File: config.mk
export PLATFORM = sky130hd
export DESIGN_NAME = sync_serial_port
export DESIGN_NICKNAME = d
export VERILOG_FILES = /design/src/rtl/ssp_pkg.sv /design/src/rtl/ssp_fifo.sv /design/src/rtl/ssp_sclk_gen.sv /design/src/rtl/ssp_shifter.sv /design/src/rtl/sync_serial_port.sv
export SDC_FILE = /design/constraint.sdc
export NUM_CORES = 1
export LEC_CHECK = 0
export ABC_AREA = 1
export CORE_MARGIN = 10
export CORE_UTILIZATION = 63
export CTS_CLUSTER_DIAMETER = 100
export DETAILED_ROUTE_END_ITERATION = 16
export DONT_BUFFER_PORTS = 1
export HOLD_SLACK_MARGIN = 0.02
export PLACE_DENSITY = 0.79
export SLEW_MARGIN = 20
export SYNTH_ARGS = -nofsm -noshare
export SYNTH_HDL_FRONTEND = slang
export SYNTH_SLANG_ARGS = --single-unit
File: constraint.sdc
create_clock -name clk -period 2.75 [get_ports clk]
set_input_delay 0.55 -clock clk [delete_from_list [all_inputs] [get_ports clk]]
set_output_delay 0.55 -clock clk [all_outputs]
set_load 0.005 [all_outputs]
File: src/rtl/ssp_pkg.sv
package ssp_pkg;
  localparam int unsigned BYTE_W = 8;

  typedef enum logic [1:0] {
    A_DATA = 2'd0,
    A_CTRL = 2'd1,
    A_DIV  = 2'd2,
    A_STAT = 2'd3
  } reg_addr_e;

  typedef struct packed {
    logic shf_ie;
    logic buf_ie;
    logic clk_pol;
    logic lsb_first;
  } ctrl_t;

  localparam int unsigned STAT_OVF_BIT = 2;
endpackage

File: src/rtl/ssp_fifo.sv
module ssp_fifo #(
  parameter int unsigned W     = 8,
  parameter int unsigned DEPTH = 16,
  localparam int unsigned AW   = (DEPTH > 1) ? $clog2(DEPTH) : 1,
  localparam int unsigned CW   = $clog2(DEPTH + 1)
) (
  input  logic          clk,
  input  logic          rst_n,
  input  logic          push,
  input  logic [W-1:0]  wdata,
  input  logic          pop,
  output logic [W-1:0]  rdata,
  output logic [CW-1:0] count
);
  logic [W-1:0]  mem [DEPTH];
  logic [AW-1:0] wp_q, wp_n, rp_q, rp_n;
  logic [CW-1:0] cnt_q, cnt_n;
  logic          full, empty, push_ok, pop_ok;

  assign full    = (cnt_q == CW'(DEPTH));
  assign empty   = (cnt_q == '0);
  assign push_ok = push && !full;
  assign pop_ok  = pop && !empty;

  function automatic logic [AW-1:0] bump(input logic [AW-1:0] p);
    return (p == AW'(DEPTH - 1)) ? '0 : p + AW'(1);
  endfunction

  always_comb begin
    wp_n  = push_ok ? bump(wp_q) : wp_q;
    rp_n  = pop_ok  ? bump(rp_q) : rp_q;
    cnt_n = cnt_q + CW'(push_ok) - CW'(pop_ok);
  end

  always_ff @(posedge clk or negedge rst_n) begin
    if (!rst_n) begin
      wp_q  <= '0;
      rp_q  <= '0;
      cnt_q <= '0;
    end else begin
      wp_q  <= wp_n;
      rp_q  <= rp_n;
      cnt_q <= cnt_n;
    end
  end

  always_ff @(posedge clk) begin
    if (push_ok) mem[wp_q] <= wdata;
  end

  assign rdata = mem[rp_q];
  assign count = cnt_q;

  // count never exceeds the depth
  p_count_bound_r7: assert property (@(posedge clk) disable iff (!rst_n)
    cnt_q <= CW'(DEPTH));
endmodule

File: src/rtl/ssp_sclk_gen.sv
module ssp_sclk_gen #(
  parameter int unsigned DIV_W = 8
) (
  input  logic             clk,
  input  logic             rst_n,
  input  logic             run,
  input  logic [DIV_W-1:0] div,
  output logic             lead,
  output logic             trail,
  output logic             phase
);
  logic [DIV_W-1:0] hcnt_q, hcnt_n;
  logic             ph_q, ph_n, tick;

  assign tick  = run && (hcnt_q == div);
  assign lead  = tick && !ph_q;
  assign trail = tick && ph_q;
  assign phase = ph_q;

  always_comb begin
    hcnt_n = hcnt_q;
    ph_n   = ph_q;
    if (!run) begin
      hcnt_n = '0;
      ph_n   = 1'b0;
    end else if (tick) begin
      hcnt_n = '0;
      ph_n   = !ph_q;
    end else begin
      hcnt_n = hcnt_q + DIV_W'(1);
    end
  end

  always_ff @(posedge clk or negedge rst_n) begin
    if (!rst_n) begin
      hcnt_q <= '0;
      ph_q   <= 1'b0;
    end else begin
      hcnt_q <= hcnt_n;
      ph_q   <= ph_n;
    end
  end

  // idle generator stays in the idle half
  p_idle_phase_r8: assert property (@(posedge clk) disable iff (!rst_n)
    !$past(run) |-> !ph_q);
endmodule

File: src/rtl/ssp_shifter.sv
module ssp_shifter #(
  parameter int unsigned W = 8,
  localparam int unsigned BCW = (W > 1) ? $clog2(W) : 1
) (
  input  logic         clk,
  input  logic         rst_n,
  input  logic         lsb_sel,
  input  logic         tx_avail,
  input  logic [W-1:0] tx_head,
  input  logic         sdi,
  input  logic         lead,
  input  logic         trail,
  output logic         busy,
  output logic         tx_pop,
  output logic         rx_push,
  output logic [W-1:0] rx_byte,
  output logic         idle_done,
  output logic         sdo
);
  logic           busy_q, busy_n, lsb_q, lsb_n, load;
  logic [BCW-1:0] bitn_q, bitn_n;
  logic [W-1:0]   txsh_q, txsh_n, rxsh_q, rxsh_n;

  always_comb begin
    busy_n    = busy_q;
    lsb_n     = lsb_q;
    bitn_n    = bitn_q;
    txsh_n    = txsh_q;
    rxsh_n    = rxsh_q;
    load      = 1'b0;
    rx_push   = 1'b0;
    idle_done = 1'b0;
    if (!busy_q) begin
      load = tx_avail;
    end else begin
      if (lead) begin
        rxsh_n = lsb_q ? {sdi, rxsh_q[W-1:1]} : {rxsh_q[W-2:0], sdi};
      end
      if (trail) begin
        if (bitn_q == BCW'(W - 1)) begin
          rx_push = 1'b1;
          if (tx_avail) begin
            load = 1'b1;
          end else begin
            busy_n    = 1'b0;
            idle_done = 1'b1;
          end
        end else begin
          bitn_n = bitn_q + BCW'(1);
          txsh_n = lsb_q ? (txsh_q >> 1) : (txsh_q << 1);
        end
      end
    end
    if (load) begin
      busy_n = 1'b1;
      bitn_n = '0;
      txsh_n = tx_head;
      lsb_n  = lsb_sel;
    end
  end

  always_ff @(posedge clk or negedge rst_n) begin
    if (!rst_n) begin
      busy_q <= 1'b0;
      lsb_q  <= 1'b0;
      bitn_q <= '0;
      txsh_q <= '0;
      rxsh_q <= '0;
    end else begin
      busy_q <= busy_n;
      lsb_q  <= lsb_n;
      bitn_q <= bitn_n;
      txsh_q <= txsh_n;
      rxsh_q <= rxsh_n;
    end
  end

  assign busy    = busy_q;
  assign tx_pop  = load;
  assign rx_byte = rxsh_q;
  assign sdo     = busy_q && (lsb_q ? txsh_q[0] : txsh_q[W-1]);

  // serial out moves only on a trailing edge or a fresh load from idle
  p_sdo_hold_r8: assert property (@(posedge clk) disable iff (!rst_n)
    busy_q && $past(busy_q) && !$past(trail) |-> $stable(sdo));

  // byte end with data waiting keeps the engine running
  p_gapless_r5: assert property (@(posedge clk) disable iff (!rst_n)
    rx_push && tx_avail |=> busy_q);
endmodule

File: src/rtl/sync_serial_port.sv
module sync_serial_port #(
  parameter int unsigned DEPTH = 16,
  parameter int unsigned DIV_W = 8,
  localparam int unsigned CW   = $clog2(DEPTH + 1)
) (
  input  logic       clk,
  input  logic       rst_n,
  input  logic [1:0] cpu_addr,
  input  logic       cpu_wr,
  input  logic       cpu_rd,
  input  logic [7:0] cpu_wdata,
  output logic [7:0] cpu_rdata,
  output logic       sclk,
  output logic       sdo,
  input  logic       sdi,
  output logic       irq_buf,
  output logic       irq_shf
);
  import ssp_pkg::*;

  logic rs1_q, rs2_q, rst_i;
  always_ff @(posedge clk or negedge rst_n) begin
    if (!rst_n) begin
      rs1_q <= 1'b0;
      rs2_q <= 1'b0;
    end else begin
      rs1_q <= 1'b1;
      rs2_q <= rs1_q;
    end
  end
  assign rst_i = rs2_q;

  ctrl_t             ctrl_q, ctrl_n;
  logic [DIV_W-1:0]  div_q, div_n;
  logic              bufe_q, bufe_n, shfe_q, shfe_n, ovf_q, ovf_n;
  logic [CW-1:0]     tx_count, rx_count;
  logic [BYTE_W-1:0] tx_head, rx_head, rx_byte;
  logic              data_wr, tx_full, tx_accept, rx_pop;
  logic              tx_pop, rx_push, idle_done, busy;
  logic              lead, trail, phase;

  assign data_wr   = cpu_wr && (cpu_addr == A_DATA);
  assign tx_full   = (tx_count == CW'(DEPTH));
  assign tx_accept = data_wr && !tx_full;
  assign rx_pop    = cpu_rd && (cpu_addr == A_DATA);

  ssp_fifo #(.W(BYTE_W), .DEPTH(DEPTH)) u_txq (
    .clk(clk), .rst_n(rst_i), .push(tx_accept), .wdata(cpu_wdata),
    .pop(tx_pop), .rdata(tx_head), .count(tx_count));

  ssp_fifo #(.W(BYTE_W), .DEPTH(DEPTH)) u_rxq (
    .clk(clk), .rst_n(rst_i), .push(rx_push), .wdata(rx_byte),
    .pop(rx_pop), .rdata(rx_head), .count(rx_count));

  ssp_sclk_gen #(.DIV_W(DIV_W)) u_clkgen (
    .clk(clk), .rst_n(rst_i), .run(busy), .div(div_q),
    .lead(lead), .trail(trail), .phase(phase));

  ssp_shifter #(.W(BYTE_W)) u_shift (
    .clk(clk), .rst_n(rst_i), .lsb_sel(ctrl_q.lsb_first),
    .tx_avail(tx_count != '0), .tx_head(tx_head), .sdi(sdi),
    .lead(lead), .trail(trail), .busy(busy), .tx_pop(tx_pop),
    .rx_push(rx_push), .rx_byte(rx_byte), .idle_done(idle_done), .sdo(sdo));

  always_comb begin
    ctrl_n = ctrl_q;
    div_n  = div_q;
    bufe_n = bufe_q;
    shfe_n = shfe_q;
    ovf_n  = ovf_q;
    if (cpu_wr && cpu_addr == A_CTRL) ctrl_n = ctrl_t'(cpu_wdata[3:0]);
    if (cpu_wr && cpu_addr == A_DIV)  div_n  = cpu_wdata[DIV_W-1:0];
    if (cpu_wr && cpu_addr == A_STAT && cpu_wdata[STAT_OVF_BIT]) ovf_n = 1'b0;
    if (data_wr && tx_full) ovf_n = 1'b1;
    if (tx_pop && tx_count == CW'(1)) bufe_n = 1'b1;
    if (idle_done) shfe_n = 1'b1;
    if (tx_pop)    shfe_n = 1'b0;
    if (tx_accept) begin
      bufe_n = 1'b0;
      shfe_n = 1'b0;
    end
  end

  always_ff @(posedge clk or negedge rst_i) begin
    if (!rst_i) begin
      ctrl_q <= '0;
      div_q  <= '0;
      bufe_q <= 1'b1;
      shfe_q <= 1'b1;
      ovf_q  <= 1'b0;
    end else begin
      ctrl_q <= ctrl_n;
      div_q  <= div_n;
      bufe_q <= bufe_n;
      shfe_q <= shfe_n;
      ovf_q  <= ovf_n;
    end
  end

  always_comb begin
    unique case (reg_addr_e'(cpu_addr))
      A_DATA:  cpu_rdata = (rx_count != '0) ? rx_head : '0;
      A_CTRL:  cpu_rdata = {4'b0, ctrl_q};
      A_DIV:   cpu_rdata = 8'(div_q);
      default: cpu_rdata = {5'b0, ovf_q, shfe_q, bufe_q};
    endcase
  end

  assign sclk    = ctrl_q.clk_pol ^ (busy && phase);
  assign irq_buf = bufe_q && ctrl_q.buf_ie;
  assign irq_shf = shfe_q && ctrl_q.shf_ie;

  // a write to a full FIFO leaves it unchanged and flags overflow
  p_no_overflow_r2: assert property (@(posedge clk) disable iff (!rst_i)
    data_wr && tx_full && !tx_pop |=> tx_count == $past(tx_count) && ovf_q);

  // buffer-empty only rises when the FIFO has drained
  p_bufe_drained_r3: assert property (@(posedge clk) disable iff (!rst_i)
    $rose(bufe_q) |-> tx_count == '0);

  // shifter-empty only rises with the engine stopped
  p_shfe_idle_r5: assert property (@(posedge clk) disable iff (!rst_i)
    $rose(shfe_q) |-> !busy);

  // an accepted write clears both flags
  p_write_clears_r6: assert property (@(posedge clk) disable iff (!rst_i)
    tx_accept |=> !bufe_q && !shfe_q);
endmodule

==> qor.yml, run 1 <==
run_status:
  status: "completed"
run:
  drv.max_cap_violation_count: 0
timing:
  maxClockFrequency_ghz: 0.370
  finalHoldViolations: 0
  max-slew-margin-rel: 0.374
  maxSlewViolCount: 0
  grt_setup_unrepaired: "true"
  postLayoutSetupSlackWorst_ns: 0.0479
  max_clock_skew_ns: 0.0222
  period_minus_slack_ns: 2.70
  timing.setup.tns_ns: 0
  worst-slew-pin-transition_ns: 0.939
  setup_viol: 0
  min_period_over_period: 0.983
global_routing:
  grt_pass1_wl_mm: 51.1
  antenna_violations_before_repair: 0
  grt-ovfl-total: 0
  grt_pass1_vias: 9554
  grt_max_degree: 72
  groute.usage.overall: 0.225
critical_path:
  timing.rr.end: "u_txq.count[4]$_DFF_PN0_"
  arrival_ns: 2.15
  endpoint_kind: "output port"
  path_common_cell: "sky130_fd_sc_hd__nand3_1"
  worst_ep_required_time_ns: 2.20
  cp-startpoint: "u_rxq.rp_q[0]$_DFFE_PN0P_"
  timing.reg2reg.worst_path_depth: 14
  cp.depth: 8
  startpoint_type: "flip-flop"
  worst_path_max_delay_cell: "sky130_fd_sc_hd__dfrtp_2"
  number_of_buffer_and_inverter_instances_along_the_worst_setup_path: 2
  cpPeakStageDelay_ns: 0.45
  setup.reg_to_reg.worst_slack_ns: 0.16
  timing_worst_setup_path_type: "reg2out"
  worstPathCellList: "inv_2, clkbuf_16, nor2_1, o211ai_1, nand3_1, nand3_1, nand2_1, o21ai_1"
  crit_end: "cpu_rdata[6]"
  critPathMaxFanout: 25
  cp_top_family: "flip-flops"
  crit-reg2reg-launch: "u_shift.bitn_q[0]$_DFFE_PN0P_"
power:
  power.share.sequential: 0.455
  power.combinational.fraction: 0.208
  static-leakage-power_nw: 6.10
  cell_internal_pwr_w: 0.00937
  switching_share: 0.300
  netSwitchingPower_w: 0.00402
  power.density_cell_area_nw_per_um2: 836
  power.ir.vdd_worst_mv: 0.591
  pwr-share-clk: 0.337
clock_network:
  cts_root_buffer: "sky130_fd_sc_hd__clkbuf_16"
  worst_setup_hold_path_clk_slew_ns: 0.07
  cts_htree_levels: 2
  tritoncts: "done"
  insertion_delay_ns: 0.51
  cts-buffers-inserted: 34
  tritoncts_num_sinks: 329
  clk_path_buf_depth: 3
logic_synthesis:
  sequential_cell_area_fraction_in_the_yosys_report: 0.670
  ys_types: 39
  synthXorXnorAreaFrac: 0.00987
  syn_nets: 1318
  muxShareOfSynthArea: 0.00352
  synth_simple_gate_area_share: 0.140
  yosys_warnings: 0
  synthesized_flop_and_latch_total: 329
  synth_compound_area_frac: 0.108
  syn-mean-instance-area_um2: 11.1
  post_synthesis_instance_area_um2: 14200
  dominant_combinational_cell_family_by_area_after_synthesis: "simple AND/OR/NAND/NOR gates"
  yosys.area_share.adder: 0.0248
  synthesis.instances: 1276
place:
  gp_congestion: 0.868
  post_dp_cell_area_um2: 14700
  port_buffers: 0
  dp.final_hpwl_mm: 20.4
  dp_slack_ns: -0.0494
cells_and_area:
  most-common-layout-cells: "sky130_fd_sc_hd__edfxtp_1, sky130_fd_sc_hd__nor2_1, sky130_fd_sc_hd__nand2_1, sky130_fd_sc_hd__o21ai_0, sky130_fd_sc_hd__inv_1"
  fin_nets: 1364
  multi_input_combinational_cell_area_um2: 4110
  layout.filler_cells: 1431
  final_layout_size_suffix_gt1_frac: 0.127
  most_common_cell_after_layout_fill_and_taps_aside: "sky130_fd_sc_hd__edfxtp_1"
  antenna-diode-count: 0
  finish.instance_area_um2: 16000
  seq_area_um2: 9530
  area_delta_synth_final_pct: 12.7
routing:
  route.detailed.drc: 0
  routed-via-count: 9759
  post_drt_wl_per_cell_um: 20.4
  drt-vias-per-instance: 6.00
  drt-total-wl_mm: 33.2
  ant_nets: 0
  drt_pass1_iterations: 5
  drt_iter0_drc: 1099
floorplan:
  ios: 27
  rows: 54
  die_w_um: 170
  core_region_um2: 22000
  fp.dieArea_um2: 29000
  die_h_um: 170
  initial_core_util: 0.645
worst_hold_path:
  classification_of_the_worst_slack_hold_path: "in2reg"
==> flip-flops by register name, indices dropped and copies added (netlist names), 3 cells and up <==
| name | count |
|---|---|
| u_rxq.mem | 128 |
| u_rxq.count | 5 |
| u_clkgen.hcnt_q | 8 |
| u_shift.bitn_q | 3 |
| ctrl_q | 4 |
| u_txq.wp_q | 4 |
| u_txq.mem | 128 |
| u_shift.rx_byte | 8 |
| u_txq.rp_q | 4 |
| div_q | 8 |
| u_rxq.rp_q | 4 |
| u_rxq.wp_q | 4 |
| u_shift.txsh_q | 8 |
| u_txq.count | 5 |
==> layout make-up <==
type | instances | area share
Clock inverter | 19 | 0.0109
Timing Repair Buffer | 64 | 0.0346
Multi-Input combinational cell | 792 | 0.257
Clock buffer | 42 | 0.0570
Inverter | 101 | 0.0239
Sequential cell | 329 | 0.595
Tap cell | 280 | 0.0219
==> power by group through the flow <==
stage	combinational, W	sequential, W	clock [W]
after floorplan	0.00182	0.00602	0
after global placement	0.00241	0.00612	0
after detailed placement	0.00252	0.00615	0
after CTS	0.00257	0.00606	0.00453
after global routing	0.00310	0.00612	0.00473
final	0.00279	0.00609	0.00451
==> layer usage <==
metal	share of wire	vias to the layer above	routed length, µm	track usage
met5	0	-	0	0
met4	0.024	0	808	0.0732
met3	0.079	68	2640	0.0410
met2	0.51	439	16900	0.389
met1	0.39	4718	12900	0.281
li1	-	4534	-	-
==> synth_stat cells <==
master                     instances  area [µm²]
sky130_fd_sc_hd__or2_2             3        18.8
sky130_fd_sc_hd__fa_1              2        40.0
sky130_fd_sc_hd__nor2_2            4        25.0
sky130_fd_sc_hd__xor2_1           14         123
sky130_fd_sc_hd__buf_6             2        22.5
sky130_fd_sc_hd__nor2_1          213         800
sky130_fd_sc_hd__dfstp_2           2        52.6
sky130_fd_sc_hd__o22ai_1          33         206
sky130_fd_sc_hd__xnor2_1           2        17.5
sky130_fd_sc_hd__nor2_4            1        11.3
sky130_fd_sc_hd__mux2i_1           5        50.1
sky130_fd_sc_hd__clkinv_1          4        15.0
sky130_fd_sc_hd__nand3_1          49         245
sky130_fd_sc_hd__nand3_4           1        17.5
sky130_fd_sc_hd__nand3b_1          3        22.5
sky130_fd_sc_hd__inv_2             8        30.0
sky130_fd_sc_hd__o21ai_1           4        20.0
sky130_fd_sc_hd__edfxtp_1        256        7690
sky130_fd_sc_hd__o31ai_1           1        7.51
sky130_fd_sc_hd__clkbuf_1         34         128
sky130_fd_sc_hd__inv_1            89         334
sky130_fd_sc_hd__nand2_2           2        12.5
sky130_fd_sc_hd__o21ai_2          10        87.6
sky130_fd_sc_hd__nor4_1            1        6.26
sky130_fd_sc_hd__nand3_2           7        70.1
sky130_fd_sc_hd__nand4_1           5        31.3
sky130_fd_sc_hd__o21ai_0         167         836
sky130_fd_sc_hd__buf_1             2        7.51
sky130_fd_sc_hd__a21oi_1          15        75.1
sky130_fd_sc_hd__buf_2            15        75.1
sky130_fd_sc_hd__dfrtp_1          71        1780
sky130_fd_sc_hd__nand2_1         176         661
sky130_fd_sc_hd__o211ai_1         40         300
sky130_fd_sc_hd__buf_4             1        7.51
sky130_fd_sc_hd__nor3_1            5        25.0
sky130_fd_sc_hd__ha_1             25         313
sky130_fd_sc_hd__nor2_8            1        20.0
sky130_fd_sc_hd__nand2_4           2        22.5
sky130_fd_sc_hd__conb_1            1        3.75
==> per-stage QoR <==
| stage | util | instances | hold slack [ns] | power (W) |
|---|---|---|---|---|
| 2_1_floorplan | - | 1276 | 0.254 | 0.00783 |
| 3_3_place_gp | 0.668 | 1552 | 0.255 | 0.00854 |
| 3_5_place_dp | 0.668 | 1552 | 0.255 | 0.00867 |
| 4_1_cts | 0.719 | 1614 | 0.129 | 0.0132 |
| 5_1_grt | 0.727 | 1627 | 0.126 | 0.0140 |
| 6_report | 0.727 | 1627 | 0.133 | 0.0134 |
==> repair_timing <==
item	4_1_cts	5_1_grt
resized for setup	5	21
setup buffers	0	11
hold endpoints to repair	2	0
hold buffers	1	0
pin swaps	0	6
gates cloned	0	2
endpoints found under the setup margin	7	9
==> logic make-up (layout without fill, tap and decap cells) <==
group,after synthesis,in the layout
xor gates and xnor gates,16,16
DFF,329,329
buffers and inverters,155,226
and+or+nand+nor,473,473
muxes,5,5
other,1,1
AOI/OAI and AO/OA,270,270
adders and majority gates,27,27
==> worst register-to-register path: cells and delay by family, from the launching register on <==
kind                     cells  cell delay, ns
AO/OA/AOI/OAI                1            0.15
XOR/XNOR                     1            0.14
adder cells (fa/ha/maj)      5            1.30
flip-flops                   1            0.42
AND/OR/NAND/NOR              5            0.39
buffers and inverters        2            0.10
==> worst min path at each step <==
stage	start	to	slack (ns)	cells past startpoint
finish	cpu_wdata[2]	u_txq.mem[2][2]$_DFFE_PP_	0.13	0
global placement	rst_n	rs1_q$_DFF_PN0_	0.25	0
detailed placement	rst_n	rs1_q$_DFF_PN0_	0.25	0
floorplan	rst_n	rs1_q$_DFF_PN0_	0.25	0
CTS	cpu_wdata[2]	u_txq.mem[5][2]$_DFFE_PP_	0.13	0
global route	cpu_wdata[2]	u_txq.mem[0][2]$_DFFE_PP_	0.13	0
No activity file was read; power rests on OpenSTA's default activity.
==> run 2, diff against run 1 <==
--- a/config.mk
+++ b/config.mk
@@ -13,6 +13,7 @@
 export DONT_BUFFER_PORTS = 1
 export HOLD_SLACK_MARGIN = 0.02
 export PLACE_DENSITY = 0.79
+export REMOVE_ABC_BUFFERS = 1
 export SLEW_MARGIN = 20
 export SYNTH_ARGS = -nofsm -noshare
 export SYNTH_HDL_FRONTEND = slang
==> run 2 against run 1 <==
Maximum frequency is 0.89% lower. Register-to-register slack better by 0.03 ns. Non-clock buffer count is 5 higher. Hold slack worse by 0.0051 ns. Clock power is 6.0% lower. Critical path type unchanged. Largest power group unchanged. Global-route usage is 0.29 points lower. Design area is 0.60% higher. Via count is 0.15% lower. Critical path depth is 1 lower. Total power is 0.64% lower.
==> qor.yml, run 2 (same netlist as run 1, synthesis figures left out) <==
cells_and_area:
  antenna-diode-count: 0  # unchanged
  reg_top3: "u_rxq.mem (128), u_txq.mem (128)"
  area_delta_synth_final_pct: 13.4
  most-common-layout-cells: "sky130_fd_sc_hd__edfxtp_1, sky130_fd_sc_hd__nor2_1, sky130_fd_sc_hd__nand2_1, sky130_fd_sc_hd__o21ai_0, sky130_fd_sc_hd__inv_1"
  fin_nets: 1369  # +0.37%
  final_layout_size_suffix_gt1_frac: 0.137  # +0.0101
  layout.filler_cells: 1415  # -1.1%
  most_common_cell_after_layout_fill_and_taps_aside: "sky130_fd_sc_hd__edfxtp_1"
  finish.instance_area_um2: 16100  # +0.60%
clock_network:
  cts_htree_levels: 2  # unchanged
  cts_root_buffer: "sky130_fd_sc_hd__clkbuf_16"
  tritoncts_num_sinks: 329  # unchanged
  insertion_delay_ns: 0.52  # about the same
  tritoncts: "done"
  cts-buffers-inserted: 34  # unchanged
  worst_setup_hold_path_clk_slew_ns: 0.06  # about the same
  clk_path_buf_depth: 3  # unchanged
power:
  power.density_cell_area_nw_per_um2: 826  # -1.2%
  static-leakage-power_nw: 6.13  # +0.43%
  power.ir.vdd_worst_mv: 0.816  # +38%
critical_path:
  worst_ep_required_time_ns: 2.20  # about the same
  timing_worst_setup_path_type: "reg2out"
  critPathMaxFanout: 10  # -60%
  startpoint_type: "flip-flop"
  endpoint_kind: "output port"
  arrival_ns: 2.18  # +0.03 ns
timing:
  maxSlewViolCount: 0  # unchanged
  timing.setup.tns_ns: 0  # unchanged
  finalHoldViolations: 0  # unchanged
  max-slew-margin-rel: 0.481  # +0.107
  maxClockFrequency_ghz: 0.367  # -0.89%
  max_clock_skew_ns: 0.0222  # +0.0000794 ns
  worst-slew-pin-transition_ns: 0.778  # -0.161 ns
  period_minus_slack_ns: 2.73  # +0.0242 ns
  setup_viol: 0  # unchanged
  min_period_over_period: 0.991  # +0.00880
floorplan:
  ios: 27  # unchanged
  die_h_um: 170  # unchanged
  die_w_um: 170  # unchanged
  fp.dieArea_um2: 29000  # unchanged
  initial_core_util: 0.645  # unchanged
  core_region_um2: 22000  # unchanged
  rows: 54  # unchanged
global_routing:
  groute.usage.overall: 0.222  # -0.00287
  grt-ovfl-total: 0  # unchanged
  grt_max_degree: 51  # -29%
  antenna_violations_before_repair: 0  # unchanged
  grt_pass1_vias: 9464  # -0.94%
  grt_pass1_wl_mm: 51.0  # -0.11%
routing:
  routed-via-count: 9744  # -0.15%
  post_drt_wl_per_cell_um: 20.0  # -2.2%
  drt-total-wl_mm: 32.6  # -2.0%
  drt_iter0_drc: 1077  # -2.0%
  route.detailed.drc: 0  # unchanged
  ant_nets: 0  # unchanged
  drt_pass1_iterations: 5  # unchanged
  drt-vias-per-instance: 5.98  # -0.34%
run:
  drv.max_cap_violation_count: 0  # unchanged
place:
  dp.final_hpwl_mm: 20.2  # -1.2%
  port_buffers: 0  # unchanged
  gp_congestion: 0.912  # +5.1%
  post_dp_cell_area_um2: 14800  # +0.42%
run_status:
  status: "completed"
worst_hold_path:
  classification_of_the_worst_slack_hold_path: "in2reg"
## run 2: layout make-up
| class | count | area [µm²] | share of cell area |
|---|---|---|---|
| Clock buffer | 45 | 902 | 0.0560 |
| Sequential cell | 329 | 9530 | 0.592 |
| Clock inverter | 14 | 111 | 0.00692 |
| Inverter | 101 | 393 | 0.0244 |
| Multi-Input combinational cell | 792 | 4160 | 0.258 |
| Timing Repair Buffer | 69 | 663 | 0.0412 |
| Tap cell | 280 | 350 | 0.0218 |
## run 2: path summary, 6_finish.rpt
path | start | to | slack [ns] | cells after the start
max in group asynchronous | rs2_q$_DFF_PN0_ | shfe_q$_DFFE_PN1P_ | 1.66 | 1
max reg2reg | u_rxq.count[3]$_DFF_PN0_ | u_rxq.count[4]$_DFF_PN0_ | 0.19 | 15
min in group asynchronous | rst_n | rs1_q$_DFF_PN0_ | 0.27 | 1
min | cpu_wdata[5] | u_txq.mem[15][5]$_DFFE_PP_ | 0.13 | 0
max | u_rxq.rp_q[0]$_DFFE_PN0P_ | cpu_rdata[3] | 0.02 | 7
min reg2reg | rs2_q$_DFF_PN0_ | u_rxq.count[4]$_DFF_PN0_ | 0.35 | 0
## run 2: power by group
group	switching, W	internal, W	total (W)
clock network	0.00182	0.00241	0.00424
registers	0.000377	0.00572	0.00609
logic	0.00183	0.00114	0.00297
## run 2: timing repair
| action | CTS | global route |
|---|---|---|
| pin swaps | 1 | 17 |
| setup endpoints to repair | 9 | 10 |
| hold endpoints to repair | 2 | 0 |
| cloned | 0 | 3 |
| hold buffers | 1 | 0 |
| gates resized for setup | 11 | 49 |
| buffers inserted | 1 | 9 |
## run 2: worst max-delay path: stages, from the launching register on
cell and delay, ns:
sky130_fd_sc_hd__dfrtp_4 0.58, sky130_fd_sc_hd__buf_4 0.22, sky130_fd_sc_hd__o21ai_0 0.24, sky130_fd_sc_hd__o21ai_0 0.14, sky130_fd_sc_hd__o211ai_1 0.21, sky130_fd_sc_hd__nand3_2 0.13, sky130_fd_sc_hd__nand2_1 0.08, sky130_fd_sc_hd__nand2_1 0.08
## run 2: routing by layer
layer / up-vias / wire [µm] / track usage
met5: - / 0 / 0
met4: 0 / 769 / 0.0683
met3: 61 / 2230 / 0.0329
met2: 429 / 16600 / 0.381
met1: 4717 / 13000 / 0.287
li1: 4537 / - / -
## run 2: stage by stage
stage | utilization | hold slack [ns] | total power [W] | instances | setup slack (ns)
2_1_floorplan | - | 0.254 | 0.00775 | 1222 | -0.646
3_3_place_gp | 0.671 | 0.255 | 0.00854 | 1557 | 0.0588
3_5_place_dp | 0.671 | 0.255 | 0.00866 | 1557 | -0.0405
4_1_cts | 0.720 | 0.118 | 0.0129 | 1618 | 0.0101
5_1_grt | 0.731 | 0.115 | 0.0139 | 1630 | -0.156
6_report | 0.731 | 0.128 | 0.0133 | 1630 | 0.0237
